===== src/rtl/evt_timer_pkg.sv =====
package evt_timer_pkg;
  localparam int ADDR_W = 10;
  localparam int DATA_W = 32;

  localparam logic [1:0] SZ_BYTE = 2'd0;
  localparam logic [1:0] SZ_HALF = 2'd1;
  localparam logic [1:0] SZ_WORD = 2'd2;

  typedef enum logic [3:0] {
    RS_NONE,
    RS_CAP_LO,
    RS_CAP_HI,
    RS_CFG_LO,
    RS_CFG_HI,
    RS_STS,
    RS_CNT_LO,
    RS_CNT_HI,
    RS_CHAN
  } rsel_e;
endpackage


===== src/rtl/evt_addr_decode.sv =====
module evt_addr_decode
  import evt_timer_pkg::*;
#(
  parameter int NCH = 3
) (
  input  logic              clk,
  input  logic              rst_n,
  input  logic              acc_en_i,
  input  logic [1:0]        acc_size_i,
  input  logic [ADDR_W-1:0] acc_addr_i,
  output rsel_e             sel_o,
  output logic [NCH-1:0]    ch_sel_o,
  output logic [4:0]        ch_off_o
);
  localparam logic [5:0] NCH6 = 6'(NCH);

  logic              word_ok;
  logic              in_chan;
  logic [ADDR_W-1:0] rel;
  logic [4:0]        idx;

  assign word_ok  = acc_en_i && (acc_size_i == SZ_WORD) && (acc_addr_i[1:0] == 2'b00);
  assign in_chan  = (acc_addr_i[9:8] != 2'b00);
  assign rel      = acc_addr_i - 10'h100;
  assign idx      = rel[9:5];
  assign ch_off_o = rel[4:0];

  always_comb begin
    sel_o = RS_NONE;
    if (word_ok) begin
      if (in_chan) begin
        sel_o = ({1'b0, idx} < NCH6) ? RS_CHAN : RS_NONE;
      end else begin
        case (acc_addr_i[7:0])
          8'h00:   sel_o = RS_CAP_LO;
          8'h04:   sel_o = RS_CAP_HI;
          8'h10:   sel_o = RS_CFG_LO;
          8'h14:   sel_o = RS_CFG_HI;
          8'h20:   sel_o = RS_STS;
          8'hF0:   sel_o = RS_CNT_LO;
          8'hF4:   sel_o = RS_CNT_HI;
          default: sel_o = RS_NONE;
        endcase
      end
    end
  end

  for (genvar g = 0; g < NCH; g++) begin : g_sel
    assign ch_sel_o[g] = (sel_o == RS_CHAN) && (idx == 5'(g));
  end

  // a channel is only ever selected by a valid word access
  a_r3_chan_word_only: assert property (@(posedge clk) disable iff (!rst_n)
    (|ch_sel_o) |-> (acc_en_i && acc_size_i == SZ_WORD && acc_addr_i[9:8] != 2'b00));
endmodule


===== src/rtl/evt_main_counter.sv =====
module evt_main_counter #(
  parameter int CNT_W = 64
) (
  input  logic             clk,
  input  logic             rst_n,
  input  logic             run_i,
  input  logic             wr_lo_i,
  input  logic             wr_hi_i,
  input  logic [31:0]      wdata_i,
  output logic [CNT_W-1:0] cnt_o
);
  logic [CNT_W-1:0] cnt_q;
  logic [CNT_W-1:0] cnt_d;
  logic             cnt_ce;

  always_comb begin
    cnt_d  = cnt_q;
    cnt_ce = 1'b0;
    if (wr_lo_i) begin
      cnt_d[31:0] = wdata_i;
      cnt_ce      = 1'b1;
    end else if (wr_hi_i) begin
      cnt_d[CNT_W-1:32] = wdata_i[CNT_W-33:0];
      cnt_ce            = 1'b1;
    end else if (run_i) begin
      cnt_d  = cnt_q + 1'b1;
      cnt_ce = 1'b1;
    end
  end

  always_ff @(posedge clk or negedge rst_n) begin
    if (!rst_n)      cnt_q <= '0;
    else if (cnt_ce) cnt_q <= cnt_d;
  end

  assign cnt_o = cnt_q;

  a_r5_hold_when_off: assert property (@(posedge clk) disable iff (!rst_n)
    (!run_i && !wr_lo_i && !wr_hi_i) |=> $stable(cnt_q));
  a_r5_step_when_on: assert property (@(posedge clk) disable iff (!rst_n)
    (run_i && !wr_lo_i && !wr_hi_i) |=> (cnt_q == $past(cnt_q) + 1'b1));
  a_r6_low_write: assert property (@(posedge clk) disable iff (!rst_n)
    wr_lo_i |=> (cnt_q[31:0] == $past(wdata_i)));
endmodule


===== src/rtl/evt_glb_ctrl.sv =====
module evt_glb_ctrl #(
  parameter int NCH = 3
) (
  input  logic           clk,
  input  logic           rst_n,
  input  logic           cfg_wr_i,
  input  logic [1:0]     cfg_wdata_i,
  input  logic           sts_wr_i,
  input  logic [NCH-1:0] sts_wdata_i,
  input  logic [NCH-1:0] fire_i,
  input  logic [NCH-1:0] cmp_ones_i,
  output logic           en_o,
  output logic           legacy_o,
  output logic [NCH-1:0] sts_o,
  output logic [NCH-1:0] arm_o,
  output logic [NCH-1:0] disarm_o
);
  logic           en_q, en_d;
  logic           leg_q, leg_d;
  logic [NCH-1:0] sts_q, sts_d;
  logic [NCH-1:0] arm_q, arm_d;
  logic [NCH-1:0] dis_q, dis_d;

  always_comb begin
    en_d  = en_q;
    leg_d = leg_q;
    arm_d = '0;
    dis_d = '0;
    if (cfg_wr_i) begin
      en_d  = cfg_wdata_i[0];
      leg_d = cfg_wdata_i[1];
      if (cfg_wdata_i[0] && !en_q) arm_d = ~cmp_ones_i;
      if (!cfg_wdata_i[0] && en_q) dis_d = '1;
    end
    sts_d = (sts_q & ~(sts_wr_i ? sts_wdata_i : '0)) | fire_i;
  end

  always_ff @(posedge clk or negedge rst_n) begin
    if (!rst_n) begin
      en_q  <= 1'b0;
      leg_q <= 1'b0;
      sts_q <= '0;
      arm_q <= '0;
      dis_q <= '0;
    end else begin
      if (cfg_wr_i) begin
        en_q  <= en_d;
        leg_q <= leg_d;
      end
      sts_q <= sts_d;
      arm_q <= arm_d;
      dis_q <= dis_d;
    end
  end

  assign en_o     = en_q;
  assign legacy_o = leg_q;
  assign sts_o    = sts_q;
  assign arm_o    = arm_q;
  assign disarm_o = dis_q;

  a_r7_arm_on_rise: assert property (@(posedge clk) disable iff (!rst_n)
    (|arm_o) |-> (en_q && !$past(en_q)));
  a_r8_disarm_on_fall: assert property (@(posedge clk) disable iff (!rst_n)
    (|disarm_o) |-> (!en_q && $past(en_q)));
  a_r8_fall_hits_all: assert property (@(posedge clk) disable iff (!rst_n)
    $fell(en_q) |-> (&disarm_o));
  a_r10_fire_sets: assert property (@(posedge clk) disable iff (!rst_n)
    (|fire_i) |=> ((sts_q & $past(fire_i)) == $past(fire_i)));
endmodule


===== src/rtl/evt_timer_regs.sv =====
module evt_timer_regs
  import evt_timer_pkg::*;
#(
  parameter int          NCH     = 3,
  parameter logic [31:0] TICK_FS = 32'd10_000_000
) (
  input  logic             clk,
  input  logic             rst_n,
  input  logic             acc_en,
  input  logic             acc_wr,
  input  logic [1:0]       acc_size,
  input  logic [9:0]       acc_addr,
  input  logic [31:0]      acc_wdata,
  output logic [31:0]      rd_data,
  output logic [NCH-1:0]   ch_sel,
  output logic             ch_wr,
  output logic [4:0]       ch_reg_off,
  input  logic [NCH*32-1:0] ch_rdata,
  input  logic [NCH-1:0]   ch_fire,
  input  logic [NCH-1:0]   ch_cmp_ones,
  output logic [NCH-1:0]   ch_arm,
  output logic [NCH-1:0]   ch_disarm,
  output logic [63:0]      cnt_value,
  output logic             glb_enable,
  output logic             glb_legacy
);
  localparam logic [4:0]  NCH_M1 = 5'(NCH - 1);
  localparam logic [31:0] CAP_LO = {16'h8086, 1'b1, 1'b0, 1'b1, NCH_M1, 8'h01};

  rsel_e          sel;
  logic           wr_ok;
  logic [NCH-1:0] sts;

  evt_addr_decode #(.NCH(NCH)) u_dec (
    .clk        (clk),
    .rst_n      (rst_n),
    .acc_en_i   (acc_en),
    .acc_size_i (acc_size),
    .acc_addr_i (acc_addr),
    .sel_o      (sel),
    .ch_sel_o   (ch_sel),
    .ch_off_o   (ch_reg_off)
  );

  assign wr_ok = acc_wr && (sel != RS_NONE);
  assign ch_wr = acc_wr && (|ch_sel);

  evt_main_counter #(.CNT_W(64)) u_cnt (
    .clk     (clk),
    .rst_n   (rst_n),
    .run_i   (glb_enable),
    .wr_lo_i (wr_ok && sel == RS_CNT_LO),
    .wr_hi_i (wr_ok && sel == RS_CNT_HI),
    .wdata_i (acc_wdata),
    .cnt_o   (cnt_value)
  );

  evt_glb_ctrl #(.NCH(NCH)) u_glb (
    .clk         (clk),
    .rst_n       (rst_n),
    .cfg_wr_i    (wr_ok && sel == RS_CFG_LO),
    .cfg_wdata_i (acc_wdata[1:0]),
    .sts_wr_i    (wr_ok && sel == RS_STS),
    .sts_wdata_i (acc_wdata[NCH-1:0]),
    .fire_i      (ch_fire),
    .cmp_ones_i  (ch_cmp_ones),
    .en_o        (glb_enable),
    .legacy_o    (glb_legacy),
    .sts_o       (sts),
    .arm_o       (ch_arm),
    .disarm_o    (ch_disarm)
  );

  always_comb begin
    rd_data = '0;
    if (acc_en && !acc_wr) begin
      case (sel)
        RS_CAP_LO: rd_data = CAP_LO;
        RS_CAP_HI: rd_data = TICK_FS;
        RS_CFG_LO: rd_data = {30'd0, glb_legacy, glb_enable};
        RS_STS:    rd_data[NCH-1:0] = sts;
        RS_CNT_LO: rd_data = cnt_value[31:0];
        RS_CNT_HI: rd_data = cnt_value[63:32];
        RS_CHAN: begin
          for (int i = 0; i < NCH; i++) begin
            if (ch_sel[i]) rd_data = ch_rdata[i*32 +: 32];
          end
        end
        default:   rd_data = '0;
      endcase
    end
  end

  // nothing but a decoded word read may drive read data
  a_r12_idle_reads_zero: assert property (@(posedge clk) disable iff (!rst_n)
    (sel == RS_NONE) |-> (rd_data == 32'd0));
endmodule


===== config.mk =====
export PLATFORM = sky130hd
export DESIGN_NAME = evt_timer_regs
export DESIGN_NICKNAME = d
export VERILOG_FILES = /design/src/rtl/evt_timer_pkg.sv /design/src/rtl/evt_addr_decode.sv /design/src/rtl/evt_main_counter.sv /design/src/rtl/evt_glb_ctrl.sv /design/src/rtl/evt_timer_regs.sv
export SDC_FILE = /design/constraint.sdc
export NUM_CORES = 1
export LEC_CHECK = 0
export CORE_ASPECT_RATIO = 0.8
export CORE_MARGIN = 2
export CORE_UTILIZATION = 49
export DETAILED_ROUTE_END_ITERATION = 10
export DONT_BUFFER_PORTS = 1
export PLACE_DENSITY = 0.7
export SLEW_MARGIN = 20
export SYNTH_ARGS = -nofsm -noshare
export SYNTH_HDL_FRONTEND = slang
export SYNTH_SLANG_ARGS = --single-unit

===== constraint.sdc =====
create_clock -name clk -period 3.3 [get_ports clk]
set_clock_uncertainty 0.05 [all_clocks]
set_input_delay 0.495 -clock clk [delete_from_list [all_inputs] [get_ports clk]]
set_output_delay 0.495 -clock clk [all_outputs]
set_load 0.01 [all_outputs]

==> metrics.txt <==
initial antenna violation count=0; Power Dens Cells=327.8 nW/um^2; Finished Layout Cells=approximately 900; clock-pin slew on the worst setup and hold paths=roughly 60 ps; part of the cycle the worst path needs=92.41%; peak supply drop=around 0.00022 V; Post-route DRC=0; Crit Path Category=input pin to output port; final core occ=56.33%; via-per-instance ratio=7.334; initial core utilization=between 40 and 50%; PortBufs=0; Slew Viols, Final=0; routed wl met2=10.50 mm; TritonCTS clock tree=done; synth warn=0; clock sink total=73; largest net degree at the start of global routing=74; commonest non-fill, non-tap cell in the layout=nand2_1; die area=13160 um^2; syn nets=902; Clock Latency Late Sink=350 ps; crit end category=output port; post-synth cell types=65; Filler cells=1088; DIE WIDTH=127.8 um; highest metal used=met4; Post-Route Setup TNS=0 ps; Die Ht=103 um; CTS buffer count=9; Peak Freq=327.9 MHz; Slew @ Worst Pin=620.4 ps; total number of vias=6696; Nets=910; GR Util All Layers=between 30% and 40%; Syn Inst Count=749; crit start category=input pin; Yosys reg bits=73; violated checks=negative hold slack; Period minus WS final=3050 ps; drt initial violations=958; Fin Hold WS=-0.9504 ps; Top FF cell, synth=dfrtp_1; post-CTS setup buffers=0; WP data required=2750 ps; final setup fails=0; n_diodes=0; Final HPWL DP=18.54 mm; commonest cells after routing, fill and taps aside=nand2_1 (79), nor2_1 (78), dfrtp_1 (73); post-synthesis sequential area ratio=30.43%; hold crit path type=input pin to asynchronous set/reset pin; RSZ-0062 raised after global routing=no; routability congestion estimate=0.9847; post-synthesis cell area=6003 um^2; drt pass-1 iters=7; first-pass GRT wire length=35.52 mm; # rows=36; grt total ovfl=0; relative slew slack=58.46%; fraction of registers with async set/reset=100.0%; Max-Cap Viols=0; routed wl met3=3.130 mm; depth of the worst register-to-register path=6; WL final=roughly 25 mm; drt wl/cell=26.92 um; Post-synth EDFFs=0; H-tree Lvls=3; P&R area growth vs syn=13.28%; leak pwr=approximately 0.0024 uW; met1 wire length=9.913 mm; IO Count=263; CTS max path bufs=2; Mapped Avg Cell Area=8.015 um^2; share of layout cells above drive strength 1=between 10% and 20%; core area=~12000 um^2; root buf cell=clkbuf_16; outcome=finished with violations; crit path max fanout=44; final hold vios=2; vias in the first global route=5953; CP arrival=2500 ps; Post-Place Cells=897; DRT antenna net count=0
cell families (layout without fill, tap and decap cells):
family / after synthesis / after routing / share of synthesized area, %
AOI/OAI and AO/OA: 203 / 203 / 24.05
xor gates and xnor gates: 36 / 36 / 5.252
muxes: 36 / 36 / 6.482
DFF: 73 / 73 / 30.43
adders and majority gates: 3 / 3 / 0.6253
and+or+nand+nor: 329 / 329 / 28.22
buffers and inverters: 69 / 81 / 4.939
worst max-delay path: stages:
cell and delay [ps]:
nor3_1 310, a22o_1 350, nand4_1 230, nor4_1 420
a211oi_4 80, buf_4 160, nor2_1 250, buf_4 180
stage by stage:
stage | setup slack [ps] | instance area, um^2 | power [uW]
6_report | 250.4 | 6800 | 2229
3_5_place_dp | 293.8 | 6406 | 995.6
3_3_place_gp | 320.4 | 6406 | 995.0
4_1_cts | 292.3 | 6800 | 2238
5_1_grt | 134.7 | 6800 | 2275
2_1_floorplan | 319.4 | 6003 | 994.3
layout make-up:
class / count / area, um^2 / area share, %
Multi-Input combinational cell: 607 / 3914 / 57.55
Sequential cell: 73 / 1827 / 26.86
Timing Repair Buffer: 56 / 465.4 / 6.845
Clock buffer: 10 / 239.0 / 3.514
Tap cell: 152 / 190.2 / 2.797
Clock inverter: 5 / 127.6 / 1.877
Inverter: 10 / 37.54 / 0.5520
synth_stat cells (all sizes together), types with 6 or more instances:
library cell / n / area share [%]
nor2: 80 / 5.0
o21ai: 37 / 3.1
a221o: 7 / 1.2
a22o: 23 / 3.4
a222oi: 14 / 2.3
o22ai: 12 / 1.3
nand2: 79 / 4.9
xor2: 18 / 2.6
a21oi: 36 / 3.0
nand3: 37 / 3.1
a221oi: 15 / 2.2
dfrtp: 73 / 30
a22oi: 14 / 1.8
mux2: 23 / 4.3
nand4: 29 / 3.0
nor4: 13 / 1.8
and2: 8 / 0.83
xnor2: 18 / 2.6
inv: 10 / 0.63
and3: 16 / 1.7
a21o: 9 / 1.1
buf: 16 / 1.6
and4: 9 / 1.3
clkbuf: 43 / 2.7
a31oi: 6 / 0.63
nor3: 21 / 1.8
mux2i: 13 / 2.2
power breakdown:
part | total [uW] | switching, uW | leakage [uW] | internal, uW
Combinational | 97.8 | 57.7 | 0.00136 | 40.1
Sequential | 905 | 6.72 | 0.000910 | 898
Clock | 1230 | 395 | 0.000175 | 832
per-layer routing:
layer	vias to the layer above	GRT usage, %
li1	2858	-
met1	3253	49.49
met2	513	49.65
met3	72	12.30
met4	0	17.33
met5	-	0
timing repair:
item | in CTS | in global routing
endpoints found under the hold margin | 73 | 0
gates resized for setup | 0 | 0
setup endpoints to repair | 0 | 0
hold buffers | 1 | 0
path summary, 6_finish.rpt:
path | from | end | slack (ps)
worst max-delay path | acc_addr[2] | rd_data[3] | 250
worst min-delay path | rst_n | u_cnt.cnt_o[39] | -1
worst max register to register | u_cnt.cnt_o[5] | u_cnt.cnt_o[47] | 340
worst min register to register | u_glb.sts_o[2] | u_glb.sts_o[2] | 440
max in group asynchronous | rst_n | u_cnt.cnt_o[28] | 2890
min in group clk | acc_wdata[0] | u_glb.disarm_o[1] | 160
state kept, by name, indices dropped and copies added (netlist names):
signal          cells
u_cnt.cnt_o        64
u_glb.arm_o         3
u_glb.sts_o         3
u_glb.disarm_o      1
u_glb.en_o          1
u_glb.legacy_o      1
Note: power is estimated with default switching activity, not from simulation.
